<file path="src/rtl/dram_pkg.sv">
// Package: shared types and command decoding for the display RAM host port.
// Assumes byte-wide host data; the column field fits in the low 7 bits.
package dram_pkg;

    typedef enum logic [1:0] {
        OP_NONE = 2'd0,
        OP_DWR  = 2'd1,
        OP_CMD  = 2'd2,
        OP_DRD  = 2'd3
    } host_op_e;

    // True when a command byte asks for a column load.
    function automatic logic is_col_set(input logic [7:0] cmd);
        return cmd[7];
    endfunction

endpackage

</file>
<file path="src/rtl/dram_sync.sv">
// Module: multi-stage synchronizer for a bundle of asynchronous host pins.
// Assumes the bundle members are held long enough to be sampled together.
module dram_sync #(
    parameter int            W       = 1,
    parameter int            STAGES  = 2,
    parameter logic [W-1:0]  RST_VAL = '0
) (
    input  logic         clk,
    input  logic         rst_n,
    input  logic [W-1:0] din,
    output logic [W-1:0] dout
);
    logic [W-1:0] stg [STAGES];

    for (genvar i = 0; i < STAGES; i++) begin : g_stage
        if (i == 0) begin : g_first
            // First stage samples the pins.
            always_ff @(posedge clk) begin
                if (!rst_n) stg[0] <= RST_VAL;
                else        stg[0] <= din;
            end
        end else begin : g_next
            // Later stages shift the sample along.
            always_ff @(posedge clk) begin
                if (!rst_n) stg[i] <= RST_VAL;
                else        stg[i] <= stg[i-1];
            end
        end
    end

    assign dout = stg[STAGES-1];
endmodule

</file>
<file path="src/rtl/dram_rise_det.sv">
// Module: one-cycle pulse on the rising (trailing) edge of an active-low strobe.
// Assumes the input is already synchronized; idle level is high.
module dram_rise_det (
    input  logic clk,
    input  logic rst_n,
    input  logic lvl,
    output logic rise
);
    logic prev;

    // Remember last level to spot low-to-high.
    always_ff @(posedge clk) begin
        if (!rst_n) prev <= 1'b1;
        else        prev <= lvl;
    end

    assign rise = lvl & ~prev;
endmodule

</file>
<file path="src/rtl/dram_col_addr.sv">
// Module: column address register with load and wrapping increment.
// Assumes load and increment never coincide (host strobes are sequential).
module dram_col_addr #(
    parameter int ADDR_W = 6
) (
    input  logic              clk,
    input  logic              rst_n,
    input  logic              load,
    input  logic [ADDR_W-1:0] load_val,
    input  logic              inc,
    output logic [ADDR_W-1:0] col
);
    // Load wins, otherwise advance modulo 2**ADDR_W.
    always_ff @(posedge clk) begin
        if (!rst_n)    col <= '0;
        else if (load) col <= load_val;
        else if (inc)  col <= col + 1'b1;
    end

    // a load takes the commanded column.
    p_col_load_r8: assert property (@(posedge clk) disable iff (!rst_n)
        load |=> col == $past(load_val));

    // increments wrap through the top column.
    p_col_wrap_r9: assert property (@(posedge clk) disable iff (!rst_n)
        (inc && !load) |=> col == ADDR_W'($past(col) + 1'b1));

    // no request leaves the column alone.
    p_col_hold_r10: assert property (@(posedge clk) disable iff (!rst_n)
        (!inc && !load) |=> $stable(col));
endmodule

</file>
<file path="src/rtl/dram_array.sv">
// Module: display data RAM, one synchronous write port, one combinational read.
// Assumes DEPTH = 2**ADDR_W; reset clears all locations.
module dram_array #(
    parameter int ADDR_W = 6,
    localparam int DEPTH = 1 << ADDR_W
) (
    input  logic              clk,
    input  logic              rst_n,
    input  logic              we,
    input  logic [ADDR_W-1:0] waddr,
    input  logic [7:0]        wdata,
    input  logic [ADDR_W-1:0] raddr,
    output logic [7:0]        rdata
);
    logic [7:0] mem [DEPTH];

    // Clear on reset, otherwise store committed bytes.
    always_ff @(posedge clk) begin
        if (!rst_n) begin
            for (int i = 0; i < DEPTH; i++) mem[i] <= '0;
        end else if (we) begin
            mem[waddr] <= wdata;
        end
    end

    assign rdata = mem[raddr];

    // a commit lands at the address it was issued for.
    p_commit_lands_r4: assert property (@(posedge clk) disable iff (!rst_n)
        we |=> mem[$past(waddr)] == $past(wdata));
endmodule

</file>
<file path="src/rtl/dram_hold_port.sv">
// Module: host port to the display RAM through a one-entry bus holder.
// Writes post into the holder and commit next clock; reads return the holder
// and refill it from the current column. Assumes the host holds a0, data and
// selects across its strobe's rising edge and spaces strobes a few clocks apart.
module dram_hold_port #(
    parameter int ADDR_W      = 6,
    parameter int SYNC_STAGES = 2
) (
    input  logic       clk,
    input  logic       rst_n,
    input  logic       cs1_n,
    input  logic       cs2,
    input  logic       a0,
    input  logic       rd_n,
    input  logic       wr_n,
    input  logic [7:0] data_in,
    output logic [7:0] data_out,
    output logic       data_oe
);
    import dram_pkg::*;

    localparam int BUS_W  = 12;
    localparam int N_STRB = 2;
    localparam logic [BUS_W-1:0] BUS_IDLE = {1'b1, 1'b1, 1'b0, 1'b0, 8'h00};

    logic              sel_raw;
    logic [BUS_W-1:0]  bus_s;
    logic [N_STRB-1:0] strb_s, strb_rise;
    logic              sel_s, a0_s;
    logic [7:0]        din_s;
    host_op_e          op;
    logic [7:0]        holder;
    logic              pend;
    logic [ADDR_W-1:0] col;
    logic [7:0]        rd_data;

    assign sel_raw = ~cs1_n & cs2;

    dram_sync #(.W(BUS_W), .STAGES(SYNC_STAGES), .RST_VAL(BUS_IDLE)) u_sync (
        .clk  (clk),
        .rst_n(rst_n),
        .din  ({rd_n, wr_n, sel_raw, a0, data_in}),
        .dout (bus_s)
    );

    assign strb_s = bus_s[11:10];
    assign sel_s  = bus_s[9];
    assign a0_s   = bus_s[8];
    assign din_s  = bus_s[7:0];

    for (genvar s = 0; s < N_STRB; s++) begin : g_strb
        dram_rise_det u_rise (
            .clk  (clk),
            .rst_n(rst_n),
            .lvl  (strb_s[s]),
            .rise (strb_rise[s])
        );
    end

    // Classify the access taken on this clock (bit 1 = read, bit 0 = write).
    always_comb begin
        op = OP_NONE;
        if (sel_s && strb_rise[0]) op = a0_s ? OP_DWR : OP_CMD;
        else if (sel_s && strb_rise[1] && a0_s) op = OP_DRD;
    end

    // Bus holder: capture posted writes, refill after display reads.
    always_ff @(posedge clk) begin
        if (!rst_n) begin
            holder <= '0;
            pend   <= 1'b0;
        end else begin
            pend <= (op == OP_DWR);
            if (op == OP_DWR)      holder <= din_s;
            else if (op == OP_DRD) holder <= rd_data;
        end
    end

    dram_col_addr #(.ADDR_W(ADDR_W)) u_col (
        .clk     (clk),
        .rst_n   (rst_n),
        .load    ((op == OP_CMD) && is_col_set(din_s)),
        .load_val(din_s[ADDR_W-1:0]),
        .inc     (pend || (op == OP_DRD)),
        .col     (col)
    );

    dram_array #(.ADDR_W(ADDR_W)) u_ram (
        .clk  (clk),
        .rst_n(rst_n),
        .we   (pend),
        .waddr(col),
        .wdata(holder),
        .raddr(col),
        .rdata(rd_data)
    );

    assign data_out = holder;
    assign data_oe  = sel_raw & ~rd_n & a0;

    // a posted write is committed on exactly one clock.
    p_single_commit_r4: assert property (@(posedge clk) disable iff (!rst_n)
        pend |=> !pend);

    // a display read refills the holder from RAM.
    p_read_refill_r5: assert property (@(posedge clk) disable iff (!rst_n)
        (op == OP_DRD) |=> holder == $past(rd_data));

    // with no data access the holder keeps its contents.
    p_holder_idle_r10: assert property (@(posedge clk) disable iff (!rst_n)
        (op == OP_NONE || op == OP_CMD) |=> $stable(holder));

    // a deselected port never drives the bus.
    p_deselect_quiet_r2: assert property (@(posedge clk) disable iff (!rst_n)
        (cs1_n || !cs2) |-> !data_oe);
endmodule

</file>
<file path="config.mk">
export PLATFORM = sky130hd
export DESIGN_NAME = dram_hold_port
export DESIGN_NICKNAME = d
export VERILOG_FILES = /design/src/rtl/dram_pkg.sv /design/src/rtl/dram_sync.sv /design/src/rtl/dram_rise_det.sv /design/src/rtl/dram_col_addr.sv /design/src/rtl/dram_array.sv /design/src/rtl/dram_hold_port.sv
export SDC_FILE = /design/constraint.sdc
export NUM_CORES = 1
export LEC_CHECK = 0
export BUFFER_PORTS_ARGS = -buffer_cell sky130_fd_sc_hd__buf_4
export CORE_MARGIN = 8
export CORE_UTILIZATION = 40
export DETAILED_ROUTE_END_ITERATION = 16
export HOLD_SLACK_MARGIN = 0.05
export PLACE_DENSITY = 0.57
export SLEW_MARGIN = 20
export SYNTH_ARGS = -nofsm -noshare
export SYNTH_HDL_FRONTEND = slang
export SYNTH_HIERARCHICAL = 1
export SYNTH_SLANG_ARGS = --single-unit
</file>
<file path="constraint.sdc">
create_clock -name clk -period 3.85 [get_ports clk]
set_input_delay 0.385 -clock clk [delete_from_list [all_inputs] [get_ports clk]]
set_output_delay 0.385 -clock clk [all_outputs]
set_load 0.01 [all_outputs]
</file>
==> results of run 1 <==
==> layer usage <==
metal	global-route usage (%)	up-vias	share of wire, %
met3	2.87	91	5.9
met5	0	-	0
met2	29.0	474	46
met1	26.5	7464	45
met4	5.22	0	2.7
li1	-	6471	-
==> timing repair <==
| action | 4_1_cts | 5_1_grt |
|---|---|---|
| endpoints found under the hold margin | 11 | 0 |
| buffers inserted | 0 | 0 |
| hold buffers | 11 | 0 |
==> cell families after synthesis <==
| logic type | after synthesis | synth area share (%) |
|---|---|---|
| multiplexers | 163 | 13.0 |
| adder cells (fa/ha/maj) | 1 | 0.0494 |
| flip-flops | 553 | 64.0 |
| buffers and inverters | 137 | 2.58 |
| XOR/XNOR | 4 | 0.138 |
| AND/OR/NAND/NOR | 699 | 16.7 |
| AO/OA/AOI/OAI | 157 | 3.54 |
==> where the power goes <==
| part | switching [uW] | leakage (uW) | internal (uW) | total, uW |
|---|---|---|---|---|
| sequential | 80.4 | 0.00551 | 6760 | 6840 |
| combinational | 200 | 0.00350 | 147 | 347 |
| clock | 2340 | 0.000915 | 3170 | 5510 |
| total | 2620 | 0.00992 | 10100 | 12700 |
==> cell usage after synthesis (all sizes together), types with 7 or more instances <==
cell type / count / area share [%]
buf: 46 / 1.2
mux2i: 26 / 1.0
nand2: 12 / 0.18
a211oi: 7 / 0.21
nor2: 76 / 1.1
or2: 7 / 0.17
nor2b: 7 / 0.23
clkbuf: 87 / 1.3
nand3b: 7 / 0.21
and2: 536 / 13
dfxtp: 41 / 3.2
o22ai: 15 / 0.37
nand2b: 12 / 0.30
a21oi: 20 / 0.40
or3b: 9 / 0.31
mux4: 132 / 12
edfxtp: 512 / 61
o21ai: 95 / 1.9
==> layout by cell type (no fill, tap or decap), drive strengths merged, types with 6 or more instances in the layout <==
cell / count
a211oi: 7
o21ai: 95
dfxtp: 41
clkbuf: 72
a21oi: 20
nand3b: 7
or2: 7
and2: 536
edfxtp: 512
or3: 6
nor2: 76
nor2b: 7
o22ai: 15
or3b: 9
nand2b: 12
dlygate4sd3: 11
buf: 133
o41ai: 6
clkinv: 27
nand3: 6
mux4: 132
mux2i: 26
nand2: 12
==> per-stage QoR <==
stage          instances  area, um2  hold WS, ps
6_report            2678      28700          102
5_1_grt             2678      28700         92.2
4_1_cts             2678      28700         65.1
3_5_place_dp        2560      26800          405
3_3_place_gp        2560      26800          401
2_1_floorplan       1714      25300          385
==> worst paths after layout <==
kind              slack (ps)           endpoint         startpoint
hold / removal           100   u_sync/stg[0][9]              cs1_n
setup reg to reg         370        data_out[3]       u_col/col[1]
setup / recovery         370        data_out[3]       u_col/col[1]
hold reg to reg          410  u_sync/stg[1][10]  u_sync/stg[0][10]
==> final cells by class <==
type / count / area, um2 / share of cell area [%]
sequential: 553 / 16200 / 56.4
multi-input combinational: 1024 / 8470 / 29.5
clock buffer: 72 / 1550 / 5.38
timing repair buffer: 144 / 1130 / 3.94
tap: 846 / 1060 / 3.68
clock inverter: 35 / 305 / 1.06
inverter: 4 / 15.0 / 0.0522
==> critical path, cell delays in order, from the launching register on <==
cell	delay, ps
dfxtp_4	850
buf_4	300
mux4_2	560
mux2i_1	330
a21oi_1	140
o21ai_1	380
o41ai_1	140
or3b_1	380
o21ai_0	90
a21oi_1	90
==> flip-flops by register name, summed over array words and instances, names as in the netlist <==
| name | cells |
|---|---|
| u_sync/stg | 24 |
| g_strb.u_rise/prev | 2 |
| u_col/col | 6 |
| u_ram/mem | 512 |
| data_out | 8 |
| pend | 1 |
==> results.py, run 1 <==
metrics = {
    "run_status": {
        "run_status": "completed",
    },
    "detailed_routing": {
        "avgViaCountPerCell": 5.41,
        "antenna_left": 0,
        "wirelength_um": 65800,
        "drc": 0,
        "routedWlPerCell_um": 24.6,
        "detailedRoute.firstIterationViolations": 1512,
        "vias": 14500,
        "firstDrtPassIters": 5,
    },
    "placed_design": {
        "gp_congestion": 0.868,
        "numPortBuffers": 23,
        "place_ws_ps": 443,
        "place_hpwl_um": 42900,
    },
    "clock_tree": {
        "cts_sinks": 553,
        "cts_tree": "yes",
        "clk_latency_ps": 620,
        "cts-root-buf": "clkbuf_16",
        "htree_levels": 2,
        "numCtsBuffers": 58,
        "clk_pin_slew_ps": 60,
        "cts_resized": 0,
        "clockBufferDepth": 3,
    },
    "setup_path": {
        "crit_required_ps": 4330,
        "end_kind": "flop",
        "start_kind": "flop",
        "worstSetupPathType": "reg2reg",
        "cp_max_fo": 46,
        "worstPathArrival_ps": 3970,
        "reg2regPathDepth": 9,
    },
    "global_route": {
        "grt_overflow": 0,
        "grt_max_degree": 67,
        "grt_usage_pct": 18.4,
        "grt_pass1_wl_um": 99100,
        "antenna_found_initial": 1,
        "grt_pass1_vias": 14600,
    },
    "power": {
        "p_per_area_mw_per_mm2": 442,
        "leakage_uw": 0.00992,
        "peakVddDrop_uv": 374,
        "p_total_uw": 12700,
    },
    "synth": {
        "synth_enable_flop_cells": 512,
        "syn_avg_cell_area_um2": 14.8,
        "async_reset_ff_share_pct": 0,
        "syn-num-nets": 1730,
        "yosys_warnings": 6,
        "yosysSeqAreaShare_pct": 64.0,
        "synth.lib_cells_used.distinct": 55,
        "yosys_register_bits": 553,
        "synth_area_mm2": 0.0253,
        "synth_ff_type": "edfxtp_1",
        "syn_inst": 1714,
    },
    "timing": {
        "maxSlewViolCount": 0,
        "fin_crit_ps": 3480,
        "max_freq_ghz": 0.287,
        "rsz0062_at_grt": "false",
        "finalSetupViolCount": 0,
        "fin_ws_ps": 366,
        "skew_ps": 30.7,
        "tightest_slew_ps": 1010,
        "hold_viol_final": 0,
        "max_slew_margin_pct": 32.4,
        "tns_ps": 0,
        "finalCritPeriodShare_pct": 90.5,
    },
    "cells_and_area": {
        "syn_to_final_growth_pct": 13.5,
        "diodes": 0,
        "fillers": 5577,
        "drive_above_1_share_pct": 21.5,
        "utilization_pct": 45.7,
        "nNetsFinal": 1801,
    },
    "die": {
        "io_pins": 24,
        "placementRows": 92,
        "dieWidth_um": 268,
        "initial_utilization_pct": 40.3,
        "coreArea_mm2": 0.0629,
        "die_h_um": 268,
        "dieArea_mm2": 0.0716,
    },
    "worst_hold_path": {
        "hp-class": "in2reg",
        "min_path_cells": 3,
    },
    "run": {
        "maxCapViolCount": 0,
    },
}
No activity file was read; power rests on OpenSTA's default activity.
==> run 2, diff against run 1 <==
--- a/config.mk
+++ b/config.mk
@@ -7,10 +7,10 @@
 export LEC_CHECK = 0
 export BUFFER_PORTS_ARGS = -buffer_cell sky130_fd_sc_hd__buf_4
 export CORE_MARGIN = 8
-export CORE_UTILIZATION = 40
+export CORE_UTILIZATION = 38
 export DETAILED_ROUTE_END_ITERATION = 16
 export HOLD_SLACK_MARGIN = 0.05
-export PLACE_DENSITY = 0.57
+export PLACE_DENSITY = 0.54
 export SLEW_MARGIN = 20
 export SYNTH_ARGS = -nofsm -noshare
 export SYNTH_HDL_FRONTEND = slang
==> run 2 against run 1 <==
  * Die area grew 4.9%
  * Critical endpoint is now u_ram/mem[6][3]
  * Count of clock-buffer cells in the layout grew 6
  * Hold slack gained 18 ps
  * Cell count grew 0.45%
  * Highest routed layer unchanged
  * Largest cell class unchanged
  * Design area grew 0.24%
  * Combinational power is essentially flat
==> results.py, run 2 (synthesis results as in run 1) <==
metrics = {
    "cells_and_area": {
        "drive_above_1_share_pct": 21.3,
        "utilization_pct": 43.7,
        "largest-register": "u_ram/mem",
        "largest_reg_flops": 512,
        "diodes": 0,
        "fillers": 5852,
        "layout.cells.non_filler": 2690,
        "syn_to_final_growth_pct": 13.8,
        "final_cell_mix": "519 x and2_1, 512 x edfxtp_1, 132 x mux4_2, 120 x buf_4",
        "final_common_cell": "and2_1",
        "nNetsFinal": 1794,
    },
    "detailed_routing": {
        "detailedRoute.firstIterationViolations": 1500,
        "antenna_left": 0,
        "top_layer": "met4",
        "drc": 0,
        "wl_met3_um": 4020,
        "avgViaCountPerCell": 5.38,
        "firstDrtPassIters": 5,
        "vias": 14500,
        "met1_length_um": 31400,
        "wirelength_um": 68400,
        "routedWlPerCell_um": 25.4,
        "route.met2.wl_um": 31300,
    },
    "setup_path": {
        "end_kind": "flop",
        "cp_num_buf_inv": 2,
        "crit_required_ps": 4160,
        "worstPathArrival_ps": 3590,
        "critPathTopFamily": "simple AND/OR/NAND/NOR gates",
        "start_kind": "flop",
        "cp_cell_sequence": "nand3_1, or2_1, buf_4, o21ai_0, buf_4",
        "crit_top_cell": "buf_4",
        "crit_slowest_cell": "dfxtp_4",
        "cp_max_fo": 36,
        "slowest_delay_ps": 770,
        "worstSetupPathType": "reg2reg",
    },
    "placed_design": {
        "dpl.cell_count": 2571,
        "numPortBuffers": 23,
        "gp_congestion": 0.852,
        "place_ws_ps": 597,
        "place_hpwl_um": 45000,
    },
    "timing": {
        "fin_ws_ps": 566,
        "skew_ps": 58.2,
        "tns_ps": 0,
        "rsz0062_at_grt": "false",
        "whs_ps": 120,
        "max_slew_margin_pct": 28.8,
        "hold_viol_final": 0,
        "max_freq_ghz": 0.305,
        "finalCritPeriodShare_pct": 85.3,
        "tightest_slew_ps": 1060,
        "fin_crit_ps": 3280,
        "maxSlewViolCount": 0,
        "finalSetupViolCount": 0,
    },
    "clock_tree": {
        "clockBufferDepth": 3,
        "clk_latency_ps": 650,
        "numCtsBuffers": 57,
        "cts_tree": "yes",
        "cts_sinks": 553,
        "cts-root-buf": "clkbuf_16",
        "post_cts_buffers": 0,
        "htree_levels": 2,
        "clk_pin_slew_ps": 60,
    },
    "die": {
        "io_pins": 24,
        "dieWidth_um": 274,
        "coreArea_mm2": 0.0659,
        "initial_utilization_pct": 38.4,
        "dieArea_mm2": 0.0751,
        "die_h_um": 274,
        "placementRows": 94,
    },
    "global_route": {
        "grt_overflow": 0,
        "antenna_found_initial": 1,
        "grt_pass1_vias": 14700,
        "grt_usage_pct": 18.1,
        "grt_pass1_wl_um": 101000,
        "grt_max_degree": 67,
    },
    "run_status": {
        "run_status": "completed",
    },
    "worst_hold_path": {
        "hp-class": "in2reg",
    },
    "power": {
        "peakVddDrop_uv": 364,
        "leakage_uw": 0.00992,
        "p_per_area_mw_per_mm2": 443,
    },
    "run": {
        "maxCapViolCount": 0,
    },
}
## run 2: path summary, 6_finish.rpt
kind / start / to / slack (ps) / cells past startpoint
max: u_col/col[1] / u_ram/mem[6][3] / 570 / 5
min reg2reg: u_sync/stg[0][10] / u_sync/stg[1][10] / 420 / 1
max reg2reg: u_col/col[1] / u_ram/mem[6][3] / 570 / 5
min: cs2 / u_sync/stg[0][9] / 120 / 3
## run 2: timing repair
action | 4_1_cts | 5_1_grt
hold endpoints to repair | 12 | 0
hold buffers | 12 | 0
gates resized for setup | 0 | 0
## run 2: metal layers
layer,vias up,track usage [%]
li1,6419,-
met1,7471,26.4
met2,482,28.2
met3,102,2.51
met4,0,4.95
met5,-,0
## run 2: stage by stage
step	total power (uW)	instance area [um2]
after floorplan	7120	25300
after global placement	7310	26800
after detailed placement	7310	26800
after CTS	12900	28800
after global routing	13100	28800
final	12800	28800
## run 2: worst register-to-register path: cells and delay by family, from the launching register on
kind,cells,cell delay [ps]
AO/OA/AOI/OAI,1,560
buffers and inverters,2,580
flip-flops,1,770
AND/OR/NAND/NOR,2,1030
## run 2: cell type report
class	count	area [um2]	area share [%]
repair buffers	138	1140	3.96
flip-flops and latches	553	16200	56.3
clock inverters	29	280	0.973
multi-input cells	1024	8470	29.4
inverters	4	15.0	0.0521
clock buffers	78	1610	5.57
well taps	864	1080	3.75
## run 2: where the power goes
part / total (uW) / switching (uW) / internal [uW]
sequential: 6850 / 87.4 / 6760
combinational: 348 / 200 / 148
clock: 5570 / 2390 / 3190
total: 12800 / 2680 / 10100
==> run 3, diff against run 2 <==
--- a/config.mk
+++ b/config.mk
@@ -10,6 +10,7 @@
 export CORE_UTILIZATION = 38
 export DETAILED_ROUTE_END_ITERATION = 16
 export HOLD_SLACK_MARGIN = 0.05
+export MAX_ROUTING_LAYER = met4
 export PLACE_DENSITY = 0.54
 export SLEW_MARGIN = 20
 export SYNTH_ARGS = -nofsm -noshare
==> run 3 against run 2 <==
  * Combinational power is essentially flat
  * Flip-flop and latch count is the same
  * Die area is the same
  * Critical path type unchanged
  * First-iteration DRC count shrank 1.7%
  * Clock power is essentially flat
  * Critical path depth grew 5
  * Cell count is the same
  * Register-to-register slack gained 40 ps
  * Sequential share of layout area is the same
  * Wire length shrank 0.20%
  * Hold slack is essentially flat
  * Count of clock-buffer cells in the layout is the same
==> results.py, run 3 (synthesis results as in run 1) <==
metrics = {
    "power": {
        "leakage_uw": 0.00992,
        "peakVddDrop_uv": 364,
        "p_per_area_mw_per_mm2": 443,
        "p_total_uw": 12800,
    },
    "timing": {
        "tns_ps": 0,
        "tightest_slew_ps": 1070,
        "hold_viol_final": 0,
        "maxSlewViolCount": 0,
        "fin_crit_ps": 3240,
        "finalCritPeriodShare_pct": 84.2,
        "max_slew_margin_pct": 28.8,
        "finalSetupViolCount": 0,
        "max_freq_ghz": 0.308,
        "rsz0062_at_grt": "false",
        "skew_ps": 58.1,
    },
    "setup_path": {
        "reg2reg_slack_ps": 610,
        "start_kind": "flop",
        "crit_path_end": "data_out[1]",
        "reg2regPathDepth": 10,
        "worstPathArrival_ps": 3750,
        "crit_required_ps": 4350,
        "crit_start": "u_col/col[1]",
        "r2r_start": "u_col/col[1]",
        "worstSetupPathType": "reg2reg",
        "r2r-end": "data_out[1]",
        "cp_max_fo": 42,
        "end_kind": "flop",
    },
    "clock_tree": {
        "htree_levels": 2,
        "cts_resized": 0,
        "clk_latency_ps": 650,
        "cts_sinks": 553,
        "cts-root-buf": "clkbuf_16",
        "numCtsBuffers": 57,
        "cts_tree": "yes",
        "clk_pin_slew_ps": 60,
        "post_cts_buffers": 0,
        "clockBufferDepth": 3,
    },
    "placed_design": {
        "place_area_mm2": 0.0268,
        "numPortBuffers": 23,
        "gp_congestion": 0.865,
        "place_hpwl_um": 45000,
    },
    "die": {
        "io_pins": 24,
        "dieArea_mm2": 0.0751,
        "dieWidth_um": 274,
        "die_h_um": 274,
        "placementRows": 94,
        "coreArea_mm2": 0.0659,
        "initial_utilization_pct": 38.4,
    },
    "cells_and_area": {
        "nNetsFinal": 1794,
        "largest-register": "u_ram/mem",
        "largest_reg_flops": 512,
        "drive_above_1_share_pct": 21.3,
        "diodes": 0,
        "stdcell_area_mm2": 0.0288,
        "final_cell_mix": "519 x and2_1, 512 x edfxtp_1, 132 x mux4_2, 120 x buf_4",
        "fillers": 5852,
        "final_common_cell": "and2_1",
        "syn_to_final_growth_pct": 13.8,
    },
    "detailed_routing": {
        "top_layer": "met4",
        "routedWlPerCell_um": 25.4,
        "met1_length_um": 31500,
        "detailedRoute.firstIterationViolations": 1475,
        "drc": 0,
        "avgViaCountPerCell": 5.36,
        "wl_met3_um": 3900,
        "firstDrtPassIters": 6,
        "wirelength_um": 68300,
        "antenna_left": 0,
        "route.met2.wl_um": 31200,
        "vias": 14400,
    },
    "run_status": {
        "run_status": "completed",
    },
    "global_route": {
        "grt_overflow": 0,
        "grt_usage_pct": 18.7,
        "grt_pass1_vias": 14600,
        "grt_pass1_wl_um": 101000,
        "antenna_found_initial": 1,
        "grt_max_degree": 67,
    },
    "worst_hold_path": {
        "min_path_cells": 3,
        "hp-class": "in2reg",
    },
    "run": {
        "maxCapViolCount": 0,
    },
}
==> run 3: cell counts in the layout (fill, tap and decap cells not counted) <==
Identical to the previous run, type by type.
==> run 3: metrics by stage <==
stage	cells	utilization, %	hold WS (ps)	setup slack (ps)
6_report	2690	43.7	119	608
5_1_grt	2690	43.7	147	389
4_1_cts	2690	43.7	94.6	554
3_5_place_dp	2571	40.7	413	597
3_3_place_gp	2571	40.7	417	614
2_1_floorplan	1714	-	385	1130
==> run 3: worst min path at each step <==
| stage | endpoint | from | slack, ps |
|---|---|---|---|
| 3_3_place_gp | u_sync/stg[1][10] | u_sync/stg[0][10] | 420 |
| 2_1_floorplan | u_sync/stg[1][10] | u_sync/stg[0][10] | 380 |
| 3_5_place_dp | u_sync/stg[1][10] | u_sync/stg[0][10] | 410 |
| 5_1_grt | u_sync/stg[0][9] | cs2 | 150 |
| 6_report | u_sync/stg[0][9] | cs2 | 120 |
| 4_1_cts | u_sync/stg[0][9] | cs2 | 90 |
==> run 3: what timing repair did <==
item / CTS / global route
setup endpoints to repair: 0 / 0
hold endpoints to repair: 12 / 0
hold buffers: 12 / 0
==> run 3: final cells by class <==
| cell class | instances | area (um2) | share of cell area [%] |
|---|---|---|---|
| sequential | 553 | 16200 | 56.3 |
| multi-input combinational | 1024 | 8470 | 29.4 |
| clock buffer | 78 | 1610 | 5.57 |
| timing repair buffer | 138 | 1140 | 3.96 |
| tap | 864 | 1080 | 3.75 |
| clock inverter | 29 | 280 | 0.973 |
| inverter | 4 | 15.0 | 0.0521 |
==> run 3: routing by layer <==
layer / GRT usage (%) / vias to the layer above
li1: - / 6430
met1: 26.6 / 7426
met2: 28.2 / 458
met3: 2.37 / 108
met4: 4.95 / 0
met5: - / -
==> run 3: critical path: stages, from the launching register on <==
cell,delay [ps]
dfxtp_4,760
buf_12,340
buf_12,240
mux4_2,350
mux2i_1,290
a21oi_1,130
o21ai_1,260
o41ai_1,130
or3b_1,370
o21ai_0,80
a21oi_1,80
==> run 3: power breakdown <==
| group | internal [uW] | switching (uW) |
|---|---|---|
| logic | 148 | 200 |
| clock network | 3190 | 2390 |
| registers | 6760 | 87.1 |
